## src/rtl/amb_pkg.sv

```systemverilog
package amb_pkg;
  typedef enum logic [1:0] {
    PH_IDLE   = 2'd0,
    PH_SETUP  = 2'd1,
    PH_STROBE = 2'd2,
    PH_HOLD   = 2'd3
  } amb_phase_e;

  localparam int unsigned SPACE_DATA = 0;
  localparam int unsigned SPACE_PROG = 1;
  localparam int unsigned NUM_SPACES = 2;
endpackage

```

## src/rtl/amb_timing.sv

```systemverilog
module amb_timing #(
  parameter int unsigned WAIT_W = 2
) (
  input  logic              clk,
  input  logic              rst,
  input  logic              start,
  input  logic [WAIT_W-1:0] wait_n,
  output logic              idle,
  output logic              go_low,
  output logic              go_high,
  output logic              finish
);
  import amb_pkg::*;

  amb_phase_e        phase;
  logic [WAIT_W-1:0] wait_q;
  logic [WAIT_W-1:0] remain;

  always_ff @(posedge clk) begin
    if (rst) begin
      phase  <= PH_IDLE;
      wait_q <= '0;
      remain <= '0;
    end else begin
      case (phase)
        PH_IDLE: begin
          if (start) begin
            phase  <= PH_SETUP;
            wait_q <= wait_n;
          end
        end
        PH_SETUP: begin
          phase  <= PH_STROBE;
          remain <= wait_q;
        end
        PH_STROBE: begin
          if (remain == '0) phase <= PH_HOLD;
          else              remain <= remain - 1'b1;
        end
        default: phase <= PH_IDLE;
      endcase
    end
  end

  // Phase decodes that step the pin registers
  assign idle    = (phase == PH_IDLE);
  assign go_low  = (phase == PH_SETUP);
  assign go_high = (phase == PH_STROBE) && (remain == '0);
  assign finish  = (phase == PH_HOLD);
endmodule

```

## src/rtl/amb_pins.sv

```systemverilog
module amb_pins #(
  parameter int unsigned ADDR_W = 16,
  parameter int unsigned DATA_W = 16
) (
  input  logic              clk,
  input  logic              rst,
  input  logic              accept,
  input  logic              write,
  input  logic              space,
  input  logic [ADDR_W-1:0] addr_in,
  input  logic [DATA_W-1:0] wdata_in,
  input  logic              go_low,
  input  logic              go_high,
  input  logic              finish,
  input  logic [DATA_W-1:0] din,
  output logic              ctl_en,
  output logic [ADDR_W-1:0] addr_q,
  output logic [amb_pkg::NUM_SPACES-1:0] sel_n,
  output logic              rd_n,
  output logic              wr_n,
  output logic [DATA_W-1:0] dout,
  output logic              dout_en,
  output logic              done,
  output logic [DATA_W-1:0] rdata
);
  import amb_pkg::*;

  logic is_write;

  // Address, write data and strobe registers
  always_ff @(posedge clk) begin
    if (rst) begin
      ctl_en   <= 1'b0;
      addr_q   <= '0;
      dout     <= '0;
      is_write <= 1'b0;
      rd_n     <= 1'b1;
      wr_n     <= 1'b1;
      dout_en  <= 1'b0;
      done     <= 1'b0;
      rdata    <= '0;
    end else begin
      ctl_en <= 1'b1;
      done   <= 1'b0;
      if (accept) begin
        addr_q   <= addr_in;
        dout     <= wdata_in;
        is_write <= write;
      end
      if (go_low) begin
        if (is_write) begin
          wr_n    <= 1'b0;
          dout_en <= 1'b1;
        end else begin
          rd_n <= 1'b0;
        end
      end
      if (go_high) begin
        rd_n    <= 1'b1;
        wr_n    <= 1'b1;
        dout_en <= 1'b0;
        done    <= 1'b1;
        if (!is_write) rdata <= din;
      end
    end
  end

  // One select register per address space
  for (genvar gi = 0; gi < NUM_SPACES; gi++) begin : g_sel
    always_ff @(posedge clk) begin
      if (rst)         sel_n[gi] <= 1'b1;
      else if (accept) sel_n[gi] <= (32'(space) != gi);
      else if (finish) sel_n[gi] <= 1'b1;
    end
  end
endmodule

```

## src/rtl/async_mem_bus.sv

```systemverilog
module async_mem_bus #(
  parameter int unsigned ADDR_W = 16,
  parameter int unsigned DATA_W = 16,
  parameter int unsigned WAIT_W = 2
) (
  input  logic              clk,
  input  logic              rst,
  input  logic [WAIT_W-1:0] cfg_wait,
  input  logic              req_valid,
  output logic              req_ready,
  input  logic              req_write,
  input  logic              req_space,
  input  logic [ADDR_W-1:0] req_addr,
  input  logic [DATA_W-1:0] req_wdata,
  output logic              rsp_done,
  output logic [DATA_W-1:0] rsp_rdata,
  output logic              bus_ctl_en,
  output logic [ADDR_W-1:0] bus_addr,
  output logic              bus_prog_sel_n,
  output logic              bus_data_sel_n,
  output logic              bus_rd_strb_n,
  output logic              bus_wr_strb_n,
  output logic [DATA_W-1:0] bus_dout,
  output logic              bus_dout_en,
  input  logic [DATA_W-1:0] bus_din
);
  import amb_pkg::*;

  logic                  idle, go_low, go_high, finish, accept;
  logic [NUM_SPACES-1:0] sel_n;

  assign req_ready = idle && bus_ctl_en;
  assign accept    = req_valid && req_ready;

  amb_timing #(.WAIT_W(WAIT_W)) u_timing (
    .clk     (clk),
    .rst     (rst),
    .start   (accept),
    .wait_n  (cfg_wait),
    .idle    (idle),
    .go_low  (go_low),
    .go_high (go_high),
    .finish  (finish)
  );

  amb_pins #(.ADDR_W(ADDR_W), .DATA_W(DATA_W)) u_pins (
    .clk      (clk),
    .rst      (rst),
    .accept   (accept),
    .write    (req_write),
    .space    (req_space),
    .addr_in  (req_addr),
    .wdata_in (req_wdata),
    .go_low   (go_low),
    .go_high  (go_high),
    .finish   (finish),
    .din      (bus_din),
    .ctl_en   (bus_ctl_en),
    .addr_q   (bus_addr),
    .sel_n    (sel_n),
    .rd_n     (bus_rd_strb_n),
    .wr_n     (bus_wr_strb_n),
    .dout     (bus_dout),
    .dout_en  (bus_dout_en),
    .done     (rsp_done),
    .rdata    (rsp_rdata)
  );

  assign bus_prog_sel_n = sel_n[SPACE_PROG];
  assign bus_data_sel_n = sel_n[SPACE_DATA];
endmodule

```

## config.mk

```make
export PLATFORM = sky130hd
export DESIGN_NAME = async_mem_bus
export DESIGN_NICKNAME = d
export VERILOG_FILES = /design/src/rtl/amb_pkg.sv /design/src/rtl/amb_timing.sv /design/src/rtl/amb_pins.sv /design/src/rtl/async_mem_bus.sv
export SDC_FILE = /design/constraint.sdc
export NUM_CORES = 1
export LEC_CHECK = 0
export BUFFER_PORTS_ARGS = -buffer_cell sky130_fd_sc_hd__buf_2
export CAP_MARGIN = 20
export CORE_MARGIN = 1
export CORE_UTILIZATION = 36
export CTS_CLUSTER_DIAMETER = 40
export DETAILED_ROUTE_END_ITERATION = 12
export PLACE_DENSITY = 0.67
export SLEW_MARGIN = 0
export SYNTH_ARGS = -nofsm -noshare
export SYNTH_HDL_FRONTEND = slang
export SYNTH_SLANG_ARGS = --single-unit
```

## constraint.sdc

```tcl
create_clock -name clk -period 1.4 [get_ports clk]
set_input_delay 0.21 -clock clk [delete_from_list [all_inputs] [get_ports clk]]
set_output_delay 0.21 -clock clk [all_outputs]
set_load 0.005 [all_outputs]
```

==> results.sh <==
export IMPL_yosysMostFrequentCell="nand2_1"
export IMPL_p_per_area_nw_per_um2=1540
export IMPL_postSynthAreaPerCell_um2=8.40
export IMPL_core_area_um2=6310
export IMPL_cp_start_kind="flop"
export IMPL_irDropWorstVdd_mv=0.765
export IMPL_slew_headroom_pct=72.5
export IMPL_max_freq_mhz=698
export IMPL_tns_ns=-0.0335
export IMPL_finalHoldViolCount=0
export IMPL_dp_hpwl_um=4080
export IMPL_grt_overflow_total=0
export IMPL_drt_iter0_drc=95
export IMPL_rr_worst_depth=8
export IMPL_cp_data_arrival_time_ns=1.22
export IMPL_outcome="finished, violations left"
export IMPL_comb_power_share_pct=32.8
export IMPL_setup_viol=1
export IMPL_die_y_um=82.8
export IMPL_initial_utilization_pct=37.3
export IMPL_root_buffer="clkbuf_8"
export IMPL_period_minus_slack_ns=1.43
export IMPL_slowest_delay_ns=0.34
export IMPL_ys_seq_elements=62
export IMPL_nNetsFinal=465
export IMPL_syn_inst=280
export IMPL_grt_pass1_wl_um=9640
export IMPL_ant_nets=0
export IMPL_drt_vias_per_instance=4.66
export IMPL_portBuffers=110
export IMPL_rsz0062_at_grt="yes"
export IMPL_power_switching_mw=1.66
export IMPL_end_kind="primary output"
export IMPL_yosysWarnings=0
export IMPL_synth_largest_area_cell="dfxtp_1"
export IMPL_p_int_mw=3.48
export IMPL_finalCritPeriodShare_pct=102
export IMPL_insertion_delay_ns=0.34
export IMPL_ys_seq_area_share_pct=52.8
export IMPL_wl_per_cell_um=12.4
export IMPL_synthTopCellsByCount="nand2_1, dfxtp_1, a21oi_1"
export IMPL_synthFlopType="dfxtp_1"
export IMPL_yosysTopAreaCellShare_pct=52.8
export IMPL_diodes=0
export IMPL_synth_nets=341
export IMPL_fin_skew_ns=0.0107
export IMPL_synth_cell_types=28
export IMPL_die_w_um=82.8
export IMPL_antenna_found_initial=0
export IMPL_synth_edf_count=0
export IMPL_clockBufferDepth=2
export IMPL_worstHoldPathType="primary input to flop"
export IMPL_p_leak_nw=1.51
export IMPL_syn_area_um2=2350
export IMPL_cp_data_required_time_ns=1.19
export IMPL_htree_levels=3
export IMPL_violations="setup timing"
export IMPL_worstSetupPathType="flop to primary output"
export IMPL_core_rowCount=29
export IMPL_grt_max_degree=31
export IMPL_p_total_mw=5.14
export IMPL_clkTransAtPathRegs_ns=0.07
export IMPL_ios=111
export IMPL_cts_buffers_inserted=9
export IMPL_drc=0
export IMPL_clockPowerShare_pct=25.7
export IMPL_final_max_slew_violation_count=0
export IMPL_final_util_pct=53.0
export IMPL_cts_tree="done"
export IMPL_crit_top_cell="buf_6"
export IMPL_dieArea_um2=6860
export IMPL_track_usage_pct=17.5
export IMPL_worstMarginPinSlew_ns=0.412
export IMPL_holdBufCountCts=0
export IMPL_via_count=2267
export IMPL_drive_gt1_share_pct=42.5
export IMPL_finalWorstSetupSlack_ns=-0.0335
export IMPL_seqPwrFrac_pct=41.6
export IMPL_place_congestion=0.744
export IMPL_synthTopCellsByArea="dfxtp_1, nand2_1, a21oi_1"
export IMPL_crit_chain="inv_2 -> ha_4 -> buf_6 -> and2_4 -> buf_6"
export IMPL_drt_wl_total_um=6050
export IMPL_syn2layout_area_growth_pct=42.3
export IMPL_path_max_fanout=4
export IMPL_grt_pass1_vias=2129
export IMPL_drt_first_pass_iters=4
export IMPL_async_reset_ff_share_pct=0
export IMPL_post_place_ws_ns=-0.128
export IMPL_cts_sinks=62
export IMPL_crit_path_top_delay_cell="dfxtp_2"
export IMPL_holdPathStages=3
export IMPL_max_cap_violations=0
export IMPL_swShare_pct=32.3
metal layers:
layer / global-route usage [%] / share of wire (%) / vias up / wire length [µm]
met1: 22.6 / 47 / 1010 / 2840
met2: 25.3 / 43 / 93 / 2620
met4: 9.40 / 0.74 / 0 / 45
met5: 0 / 0 / - / 0
li1: - / - / 1160 / -
met3: 6.46 / 9.0 / 4 / 545
sequential cells by signal (all words and copies together), names as in the netlist:
register / count
u_pins.addr_q: 16
u_pins.ctl_en: 1
u_pins.done: 1
u_pins.dout: 16
u_pins.dout_en: 1
u_pins.is_write: 1
u_pins.rd_n: 1
u_pins.rdata: 16
u_pins.sel_n: 2
u_pins.wr_n: 1
u_timing.phase: 2
u_timing.remain: 2
u_timing.wait_q: 2
power by group through the flow:
stage,combinational [mW],sequential [mW],clock [mW]
2_1_floorplan,0.788,2.19,0
3_3_place_gp,1.33,2.16,0
3_5_place_dp,1.36,2.17,0
4_1_cts,1.53,2.14,1.36
5_1_grt,1.88,2.17,1.46
6_report,1.69,2.14,1.32
kinds of logic after synthesis:
family | Yosys count | synth area share (%)
AND/OR/NAND/NOR | 123 | 21.4
AO/OA/AOI/OAI | 66 | 16.7
flip-flops | 62 | 52.8
buffers and inverters | 23 | 5.90
adder cells (fa/ha/maj) | 6 | 3.19
placed cells by master (no fill, tap or decap), drive strengths merged:
master / netlist / routed
nand3: 1 / 1
a21boi: 1 / 1
nand3b: 2 / 2
nor2b: 1 / 1
and3: 1 / 1
nand2: 107 / 107
ha: 6 / 6
nor3: 3 / 3
and3b: 1 / 1
and2: 4 / 4
o211ai: 2 / 2
o41ai: 2 / 2
clkinv: 0 / 4
a21oi: 53 / 53
dfxtp: 62 / 62
o21ai: 5 / 5
clkinvlp: 0 / 2
o311a: 1 / 1
buf: 11 / 127
clkbuf: 5 / 12
a31oi: 1 / 1
inv: 7 / 7
nor2: 3 / 3
o21bai: 1 / 1
worst max-delay path: cells and delay by family (launching register included):
kind | cells | cell delay, ns
flip-flops | 1 | 0.34
buffers and inverters | 3 | 0.27
adder cells (fa/ha/maj) | 1 | 0.16
AND/OR/NAND/NOR | 1 | 0.12
per-stage QoR:
stage,cell area [µm²],instances,hold slack [ns]
global placement,3020,465,0.430
floorplan,2350,280,0.311
detailed placement,3020,465,0.442
finish,3350,486,0.102
CTS,3250,483,0.0909
global route,3350,486,0.0987
timing repair:
action	in CTS	in global routing
pin swaps	1	3
resized for setup	16	13
endpoints found under the setup margin	46	36
hold endpoints to repair	0	0
buffers inserted	2	1
gates cloned	0	2
worst paths after layout:
path                                                startpoint  slack, ns                        endpoint
worst max-delay path            u_timing.phase[0]$_SDFFE_PP0P_      -0.03                       req_ready
worst min-delay path                              req_addr[11]       0.10  u_pins.addr_q[11]$_SDFFE_PP0P_
worst max register to register  u_timing.phase[0]$_SDFFE_PP0P_       0.06     u_pins.dout[3]$_SDFFE_PP0P_
worst min register to register  u_pins.addr_q[10]$_SDFFE_PP0P_       0.45  u_pins.addr_q[10]$_SDFFE_PP0P_
final cells by class:
| cell class | count | area (µm²) |
|---|---|---|
| clock buffers | 10 | 128 |
| well taps | 77 | 96.3 |
| multi-input cells | 195 | 1040 |
| flip-flops and latches | 62 | 1240 |
| repair buffers | 129 | 771 |
| clock inverters | 6 | 38.8 |
| inverters | 7 | 26.3 |
| fillers | 597 | 2970 |
No activity file was read; power rests on OpenSTA's default activity.
